==> config.mk <==
export PLATFORM = sky130hd
export DESIGN_NAME = dd_disk_glue
export DESIGN_NICKNAME = d
export VERILOG_FILES = /design/src/rtl/dd_glue_pkg.sv /design/src/rtl/dd_addr_decode.sv /design/src/rtl/dd_irq_ctrl.sv /design/src/rtl/dd_cfg_dma.sv /design/src/rtl/dd_disk_glue.sv
export SDC_FILE = /design/constraint.sdc
export NUM_CORES = 1
export LEC_CHECK = 0
export BUFFER_PORTS_ARGS = -buffer_cell sky130_fd_sc_hd__buf_2
export CAP_MARGIN = 20
export CORE_MARGIN = 8
export CORE_UTILIZATION = 45
export CTS_BUF_LIST = sky130_fd_sc_hd__clkbuf_16
export CTS_CLUSTER_DIAMETER = 30
export DETAILED_ROUTE_END_ITERATION = 8
export PLACE_DENSITY = 0.8
export RECOVER_POWER = 50
export SLEW_MARGIN = 20
export SYNTH_ARGS = -nofsm -noshare
export SYNTH_HDL_FRONTEND = slang
export SYNTH_SLANG_ARGS = --single-unit
==> constraint.sdc <==
create_clock -name clk -period 8.42 [get_ports clk]
set_input_delay 1.684 -clock clk [delete_from_list [all_inputs] [get_ports clk]]
set_output_delay 1.684 -clock clk [all_outputs]
set_load 0.05 [all_outputs]
==> src/rtl/dd_glue_pkg.sv <==
package dd_glue_pkg;

    localparam int DEC_W      = 14;
    localparam int NCH        = 2;
    localparam int TF_STEP    = 6;
    localparam int TF_REGS    = 8;
    localparam int IDX_W      = $clog2(TF_REGS);

    localparam logic [11:0] ARM_OFS  = 12'h200;
    localparam logic [11:0] STAT_OFS = 12'h290;
    localparam logic [11:0] CTL_OFS  = 12'h380;
    localparam logic [7:0]  ID_HI    = 8'h28;

    localparam logic [3:0]  BOARD_TYPE = 4'd3;

    typedef enum logic [2:0] {
        RG_NONE,
        RG_CFG,
        RG_TF,
        RG_CTL,
        RG_ARM,
        RG_STAT,
        RG_ID
    } region_e;

    typedef struct packed {
        region_e          region;
        logic             chan;
        logic [IDX_W-1:0] idx;
    } dec_t;

    function automatic dec_t decode_addr(input logic [DEC_W-1:0] a);
        dec_t d;
        logic [11:0] ofs;
        d.region = RG_NONE;
        d.chan   = 1'b0;
        d.idx    = '0;
        ofs      = a[11:0];
        if (a == '0) begin
            d.region = RG_CFG;
        end else if (a[13]) begin
            d.chan = a[12];
            if (ofs[TF_STEP-1:0] == '0 && ofs[11:TF_STEP] < TF_REGS) begin
                d.region = RG_TF;
                d.idx    = ofs[TF_STEP+IDX_W-1:TF_STEP];
            end else if (ofs == ARM_OFS) begin
                d.region = RG_ARM;
            end else if (ofs == STAT_OFS) begin
                d.region = RG_STAT;
            end else if (ofs == CTL_OFS) begin
                d.region = RG_CTL;
            end else if (!a[12] && ofs[11:4] == ID_HI && ofs[1:0] == 2'b00) begin
                d.region = RG_ID;
                d.idx    = {1'b0, ofs[3:2]};
            end
        end
        return d;
    endfunction

    function automatic logic [7:0] id_byte(input logic [1:0] sel);
        return {7'b0, BOARD_TYPE[sel]};
    endfunction

endpackage

==> src/rtl/dd_addr_decode.sv <==
module dd_addr_decode
    import dd_glue_pkg::*;
#(
    parameter int ADDR_W = 14
) (
    input  logic [ADDR_W-1:0] addr,
    input  logic              rd,
    input  logic              wr,
    output dec_t              dec,
    output logic              acc_rd,
    output logic              acc_wr
);
    localparam int HI_W = ADDR_W - DEC_W;

    logic upper_zero;

    generate
        if (HI_W > 0) begin : g_wide
            assign upper_zero = (addr[ADDR_W-1:DEC_W] == '0);
        end else begin : g_exact
            assign upper_zero = 1'b1;
        end
    endgenerate

    always_comb begin
        dec = decode_addr(addr[DEC_W-1:0]);
        if (!upper_zero) begin
            dec.region = RG_NONE;
        end
    end

    assign acc_rd = rd && !wr;
    assign acc_wr = wr && !rd;

endmodule

==> src/rtl/dd_irq_ctrl.sv <==
module dd_irq_ctrl
    import dd_glue_pkg::*;
(
    input  logic           clk,
    input  logic           rst,
    input  logic [NCH-1:0] arm_set,
    input  logic [NCH-1:0] arm_clr,
    input  logic [NCH-1:0] drv_irq,
    output logic [NCH-1:0] armed,
    output logic           host_irq
);
    logic [NCH-1:0] gated;

    generate
        for (genvar c = 0; c < NCH; c++) begin : g_ch
            always_ff @(posedge clk) begin
                if (rst) begin
                    armed[c] <= 1'b0;
                end else if (arm_set[c]) begin
                    armed[c] <= 1'b1;
                end else if (arm_clr[c]) begin
                    armed[c] <= 1'b0;
                end
            end
            assign gated[c] = armed[c] & drv_irq[c];
        end
    endgenerate

    assign host_irq = |gated;

endmodule

==> src/rtl/dd_cfg_dma.sv <==
module dd_cfg_dma
    import dd_glue_pkg::*;
#(
    parameter int EXT_BIT = 5,
    parameter int SEL_BIT = 0
) (
    input  logic           clk,
    input  logic           rst,
    input  logic           cfg_we,
    input  logic [7:0]     cfg_wdata,
    output logic [7:0]     cfg_q,
    output logic           ext_en,
    input  logic [NCH-1:0] dreq_in,
    input  logic           host_dack,
    output logic           host_dreq,
    output logic [NCH-1:0] dack_out
);
    logic dma_ch;

    always_ff @(posedge clk) begin
        if (rst) begin
            cfg_q <= 8'h00;
        end else if (cfg_we) begin
            cfg_q <= cfg_wdata;
        end
    end

    assign ext_en    = cfg_q[EXT_BIT];
    assign dma_ch    = cfg_q[SEL_BIT];
    assign host_dreq = dreq_in[dma_ch];

    generate
        for (genvar c = 0; c < NCH; c++) begin : g_ack
            assign dack_out[c] = host_dack && (dma_ch == c[0]);
        end
    endgenerate

endmodule

==> src/rtl/dd_disk_glue.sv <==
module dd_disk_glue
    import dd_glue_pkg::*;
#(
    parameter int ADDR_W = 14
) (
    input  logic              clk,
    input  logic              rst,
    input  logic [ADDR_W-1:0] bus_addr,
    input  logic              bus_rd,
    input  logic              bus_wr,
    input  logic [7:0]        bus_wdata,
    output logic [7:0]        bus_rdata,
    input  logic [1:0]        drv_irq,
    output logic              host_irq,
    output logic [1:0]        cs_tf,
    output logic [1:0]        cs_ctl,
    output logic [2:0]        tf_idx,
    output logic              drv_rd,
    output logic              drv_wr,
    output logic [7:0]        drv_wdata,
    input  logic [7:0]        drv_rdata,
    input  logic [1:0]        dreq_in,
    output logic              host_dreq,
    input  logic              host_dack,
    output logic [1:0]        dack_out
);
    dec_t           dec;
    logic           acc_rd;
    logic           acc_wr;
    logic [7:0]     cfg_q;
    logic           ext_en;
    logic [NCH-1:0] armed;
    logic [NCH-1:0] arm_set;
    logic [NCH-1:0] arm_clr;
    logic           drv_hit;
    logic [7:0]     rd_mux;
    logic [7:0]     rdata_q;

    dd_addr_decode #(.ADDR_W(ADDR_W)) u_dec (
        .addr   (bus_addr),
        .rd     (bus_rd),
        .wr     (bus_wr),
        .dec    (dec),
        .acc_rd (acc_rd),
        .acc_wr (acc_wr)
    );

    generate
        for (genvar c = 0; c < NCH; c++) begin : g_arm
            logic hit;
            assign hit        = (dec.region == RG_ARM) && (dec.chan == c[0]);
            assign arm_set[c] = hit && acc_wr;
            assign arm_clr[c] = hit && acc_rd;
            assign cs_tf[c]   = ext_en && (acc_rd || acc_wr) &&
                                (dec.region == RG_TF) && (dec.chan == c[0]);
            assign cs_ctl[c]  = ext_en && (acc_rd || acc_wr) &&
                                (dec.region == RG_CTL) && (dec.chan == c[0]);
        end
    endgenerate

    dd_irq_ctrl u_irq (
        .clk      (clk),
        .rst      (rst),
        .arm_set  (arm_set),
        .arm_clr  (arm_clr),
        .drv_irq  (drv_irq),
        .armed    (armed),
        .host_irq (host_irq)
    );

    dd_cfg_dma u_cfg (
        .clk       (clk),
        .rst       (rst),
        .cfg_we    (acc_wr && dec.region == RG_CFG),
        .cfg_wdata (bus_wdata),
        .cfg_q     (cfg_q),
        .ext_en    (ext_en),
        .dreq_in   (dreq_in),
        .host_dack (host_dack),
        .host_dreq (host_dreq),
        .dack_out  (dack_out)
    );

    assign drv_hit   = (cs_tf != '0) || (cs_ctl != '0);
    assign drv_rd    = drv_hit && acc_rd;
    assign drv_wr    = drv_hit && acc_wr;
    assign drv_wdata = bus_wdata;
    assign tf_idx    = (dec.region == RG_TF) ? dec.idx : '0;

    always_comb begin
        unique case (dec.region)
            RG_CFG:        rd_mux = cfg_q;
            RG_TF, RG_CTL: rd_mux = ext_en ? drv_rdata : 8'h00;
            RG_STAT:       rd_mux = {7'b0, drv_irq[dec.chan]};
            RG_ID:         rd_mux = id_byte(dec.idx[1:0]);
            default:       rd_mux = 8'h00;
        endcase
    end

    always_ff @(posedge clk) begin
        if (rst) begin
            rdata_q <= 8'h00;
        end else if (acc_rd) begin
            rdata_q <= rd_mux;
        end
    end

    assign bus_rdata = rdata_q;

endmodule

After elaboration in Yosys (flattened, before gate mapping)
Index checks and enable logic that the tools add are counted.
{"block": "op_classes", "eq_ne": 10, "div": 0, "mul": 0, "n_shift": 0, "n_lt_le_gt_ge": 4, "mux": 26, "reduce_logical": 37, "n_addsub": 0, "bitwise_logic": 4}
{"operator": "$eq 12x10->1 const B", "count": 3}
{"operator": "$mux 3", "count": 11}
{"operator": "$pmux 8 s4", "count": 1}
{"operator": "$logic_and 1x1->1", "count": 23}
{"operator": "$logic_not 14->1", "count": 1}
{"operator": "$eq 3x3->1 const B", "count": 3}
{"operator": "$mux 1", "count": 9}
{"operator": "$eq 8x6->1 const B", "count": 1}
{"operator": "$mux 8", "count": 1}
{"operator": "$reduce_bool 2->1", "count": 4}
{"operator": "$mux 7", "count": 1}
{"operator": "$eq 3x2->1 const B", "count": 2}
{"operator": "$logic_not 6->1", "count": 1}
{"operator": "$lt 6x4->1 const B", "count": 1}
{"operator": "$lt 1x2->1 const B", "count": 2}
{"operator": "$mux 4", "count": 1}
{"operator": "$reduce_or 2->1", "count": 2}
{"operator": "$eq 3x1->1 const B", "count": 1}
{"operator": "$logic_not 1->1", "count": 3}
{"operator": "$lt 2x3->1 const B", "count": 1}
{"operator": "$and 1x1->1", "count": 2}
{"operator": "$bmux 1 s2", "count": 1}
{"operator": "$logic_not 2->1", "count": 1}
{"operator": "$logic_or 1x1->1", "count": 2}
{"operator": "other kinds (2)", "count": 3}
{"block": "word_totals", "reg_bits": 18, "latch_bits": 0, "out_inout_bits": 29, "memories": 0, "ramBits": 0, "wordCells": 85, "mem_bits_ro": 0}

Depth between registers and ports, before layout
{"block": "depth", "depth_word": 16, "ltp_mapped": 8, "depth_no_buf": 6}

Cells and area by module
From an unflattened synthesis, not the netlist that was laid out.
{"block": "unflattened", "cells_unflattened": 161, "area_unflattened_um2": 1335.0}
{"module": "dd_disk_glue", "n_inst": 1, "area_each_um2": 719.4, "seq_area_each_um2": 160.2, "cells_each": 93}
{"module": "dd_cfg_dma", "n_inst": 1, "area_each_um2": 322.8, "seq_area_each_um2": 160.2, "cells_each": 30}
{"module": "dd_addr_decode", "n_inst": 1, "area_each_um2": 214.0, "seq_area_each_um2": 0.0, "cells_each": 29}
{"module": "dd_irq_ctrl", "n_inst": 1, "area_each_um2": 78.8, "seq_area_each_um2": 40.0, "cells_each": 9}

Least setup slack after synthesis
OpenSTA, ideal clock, no wires.
{"block": "synth_path", "path_kind": "input to output", "start": "in bus_addr[3]", "end": "out cs_tf[0]", "stages": 5, "setup_slack_ps": 2292, "t_arrival_ps": 4444, "path_cell_list": "or4_1 buf_2 a2111oi_4 nand2_2 nor4_1"}
{"block": "synth_via", "elab_chain_cells": 10, "word_cells_on_any_way": 17, "cone_classes": "eq/ne (4); mux (7); bitwise (1); reduce/logical (5)"}
{"item": "start: declaration", "line": "dd_disk_glue.sv:8", "rtl": "input logic [ADDR_W-1:0] bus_addr,"}
{"item": "$eq 12x10->1", "line": "dd_glue_pkg.sv:50", "rtl": "end else if (ofs == CTL_OFS) begin"}
{"item": "$mux 3", "line": "dd_glue_pkg.sv:50"}
{"item": "$mux 3", "line": "dd_glue_pkg.sv:48", "rtl": "end else if (ofs == STAT_OFS) begin"}
{"item": "$mux 3", "line": "dd_glue_pkg.sv:46", "rtl": "end else if (ofs == ARM_OFS) begin"}
{"item": "$mux 3", "line": "dd_glue_pkg.sv:43", "rtl": "if (ofs[TF_STEP-1:0] == '0 && ofs[11:TF_STEP] < TF_REGS) begin"}
{"item": "$mux 7", "line": "dd_glue_pkg.sv:41", "rtl": "end else if (a[13]) begin"}
{"item": "$mux 3", "line": "dd_glue_pkg.sv:39", "rtl": "if (a == '0) begin"}
{"item": "$eq 3x2->1", "line": "dd_disk_glue.sv:55", "rtl": "(dec.region == RG_TF) && (dec.chan == c[0]);"}
{"item": "$logic_and 1x1->1", "line": "dd_disk_glue.sv:54", "rtl": "assign cs_tf[c] = ext_en && (acc_rd || acc_wr) &&"}
{"item": "$logic_and 1x1->1 (*)", "line": "dd_disk_glue.sv:55"}
{"item": "end: declaration", "line": "dd_disk_glue.sv:15", "rtl": "output logic [1:0] cs_tf,"}
Mark *: on every way between the ends. The rest lies on a longest branch, timed or not.

Final worst setup path
{"block": "layout_path", "start": "in bus_addr[2]", "end": "out cs_ctl[0]"}
{"block": "layout_via", "elab_chain_cells": 10, "word_cells_on_any_way": 17, "cone_classes": "eq/ne (4); mux (7); bitwise (1); reduce/logical (5)"}
{"item": "$eq 12x10->1", "line": "dd_glue_pkg.sv:50"}
{"item": "$mux 3", "line": "dd_glue_pkg.sv:50"}
{"item": "$mux 3", "line": "dd_glue_pkg.sv:48"}
{"item": "$mux 3", "line": "dd_glue_pkg.sv:46"}
{"item": "$mux 3", "line": "dd_glue_pkg.sv:43"}
{"item": "$mux 7", "line": "dd_glue_pkg.sv:41"}
{"item": "$mux 3", "line": "dd_glue_pkg.sv:39"}
{"item": "$eq 3x2->1", "line": "dd_disk_glue.sv:57", "rtl": "(dec.region == RG_CTL) && (dec.chan == c[0]);"}
{"item": "$logic_and 1x1->1", "line": "dd_disk_glue.sv:56", "rtl": "assign cs_ctl[c] = ext_en && (acc_rd || acc_wr) &&"}
{"item": "$logic_and 1x1->1 (*)", "line": "dd_disk_glue.sv:57"}
{"item": "end: declaration", "line": "dd_disk_glue.sv:16", "rtl": "output logic [1:0] cs_ctl,"}
Marked as above.

==> impl_metrics.yaml <==
worst_setup_path:
  path_max_fanout: 9
  endpoint_kind: "output pin"
  start_kind: "primary input"
  arrival_ps: 3960
  rr_worst_depth: 3
  reg2reg_from: "u_cfg.cfg_q[5]"
  worstPathRequired_ps: 6740
  critPathKind: "primary input to output pin"
  crit_start: "bus_addr[2]"
yosys:
  yosys_most_used_dff: "dfxtp_1"
  synth-seq-cells: 18
  async_flop_share_pct: 0
  synth_edf_count: 0
  syn_nets: 202
  syn_avg_cell_area_um2: 7.89
  ys_types: 43
  postSynthCellCount: 161
  yosysSeqAreaShare_pct: 28.4
  syn_area_um2: 1270
  yosys_warnings: 0
final_layout:
  nets: 255
  register_area_um2: 360
  n_antenna_cell: 0
  fillCellCount: 276
  layoutNonFillerInstCount: 243
  area_growth_pct: 26.2
  layout-drive-gt1-share_pct: 31.1
  multi_input_area_um2: 786
floorplan:
  num_io_pins: 68
  die_x_um: 69.1
  rows: 19
  dieArea_um2: 4780
  core_area_um2: 2710
  start_util_pct: 46.9
  fp.dieH_um: 69.1
flow_run:
  cap_viol_max_count: 0
sta:
  hold_viol: 0
  layout_min_cycle_time_ps: 5640
  clock.fmax_mhz: 177
  drv_slew: 0
  timing.final.ws_setup_ps: 2780
  fin_crit_sh_pct: 67.0
  relSlewSlack_pct: 52.7
  worstMarginPinSlew_ps: 703
  timing.setup.tns_ps: 0
  skew_ps: 1.46
  setup_viol: 0
  rsz0062_at_grt: "false"
clocking:
  insertion_delay_ps: 250
  hold_buffers: 0
  cts_buffers: 3
  path_clk_slew_ps: 50
  cts_setup_buffers: 0
  ctsHtreeMaxLevel: 1
  cts_sinks: 18
  cts_resized: 0
  cts_root_buffer: "clkbuf_16"
  cts_tree: "yes"
  cts_buffer_depth: 2
hold_path:
  hp-class: "flop to flop"
  min_path_cells: 2
  hp-start: "u_cfg.cfg_q[6]"
placed_design:
  place.gp.congestion: 0.903
  dpl.hpwl_um: 2860
  detailedPlace.worstSlack_ps: 2740
  io_buffers: 67
  dp_cells: 240
power:
  power.total_w: 0.000216
  leakagePower_nw: 0.686
  ir_drop_uv: 181
  power_density_nw_per_um2: 135
routing:
  wl_um: 3730
  drcViolationCount: 0
  vias: 1368
  via_per_inst: 5.63
  wl_per_cell_um: 15.3
  ant_nets: 0
  drt_iter0_drc: 91
  drtPass1Iterations: 7
status:
  outcome: "finished clean"
global_routing:
  grt_max_degree: 19
  first_global_vias: 1321
  grt_pass1_wl_um: 6020
  grtUsageTotal_pct: 14.3
  grt.overflow.total: 0
  antenna_found_initial: 0
-- cell usage in the layout, fill, tap and decap left out, types with 4 or more instances in the layout --
cell type	netlist	final
and2_1	5	5
nor2_1	17	17
nand4_1	4	4
dfxtp_1	18	18
clkbuf_1	5	9
nand2_1	11	11
a21oi_1	13	13
mux2i_1	7	7
nor4_1	4	4
buf_2	3	58
a32o_1	6	6
nand3_1	12	12
inv_1	5	5
-- logic make-up (layout without fill, tap and decap cells) --
group                      Yosys count  in the layout  share of synthesized area (%)
and+or+nand+nor                     75             75                           32.5
AOI/OAI and AO/OA                   32             32                           19.6
buffers and inverters               24             75                           9.75
DFF                                 18             18                           28.4
muxes                                8              8                           6.40
adders and majority gates            2              2                           1.97
xor gates and xnor gates             2              2                           1.38
-- state kept, by name (all words and copies together), names as in the netlist --
signal / flops
bus_rdata: 8
u_cfg.cfg_q: 8
u_irq.armed: 2
-- critical path: stages --
cell and delay (ps):
buf_2 110, or4_1 640, a2111oi_4 610, nand2_2 150, or3b_1 390, nor2_1 90, buf_2 270
-- per-layer routing --
metal	track usage [%]	routed length [um]
met3	6.58	281
met4	1.37	16
met5	0	0
met2	23.8	1780
met1	16.7	1650
-- cells in the mapped netlist (all sizes together) (2+ instances only) --
| cell | instances | share of area (%) |
|---|---|---|
| dfxtp | 18 | 28 |
| nor2 | 17 | 5.0 |
| buf | 14 | 6.8 |
| a21oi | 13 | 5.1 |
| nand2 | 12 | 3.7 |
| nand3 | 12 | 4.7 |
| mux2i | 7 | 5.5 |
| a32o | 6 | 4.7 |
| and2 | 5 | 2.5 |
| clkbuf | 5 | 1.5 |
| inv | 5 | 1.5 |
| nand4 | 4 | 2.0 |
| nor4 | 4 | 2.0 |
| nor2b | 3 | 1.5 |
| nor3 | 3 | 1.2 |
| nor4b | 3 | 2.1 |
| or4 | 3 | 2.1 |
| a31oi | 2 | 0.99 |
| a41o | 2 | 1.6 |
| and3 | 2 | 0.99 |
| and4 | 2 | 1.4 |
| ha | 2 | 2.0 |
-- metrics by stage --
step	hold WS (ps)	util (%)	area (um^2)
floorplan	436	-	1270
global placement	447	56.8	1540
detailed placement	451	56.8	1540
CTS	459	59.6	1610
global route	475	59.1	1600
finish	460	59.1	1600
-- report_power, final --
group / switching (W) / internal (W) / total (W)
Combinational: 0.0000250 / 0.0000129 / 0.0000379
Sequential: 0.000000000965 / 0.0000853 / 0.0000853
Clock: 0.0000308 / 0.0000625 / 0.0000932
-- worst paths after layout --
check,slack [ps],end
max,2780,cs_ctl[0]
min,460,u_cfg.cfg_q[6]
max reg2reg,7400,bus_rdata[1]
min reg2reg,460,u_cfg.cfg_q[6]
-- area by class of cell --
cell class / count / area share, %
sequential: 18 / 22.5
clock buffer: 3 / 4.68
timing repair buffer: 67 / 20.2
inverter: 5 / 1.17
multi-input combinational: 119 / 49.0
tap: 31 / 2.42
Power figures use the tool's default switching activity.
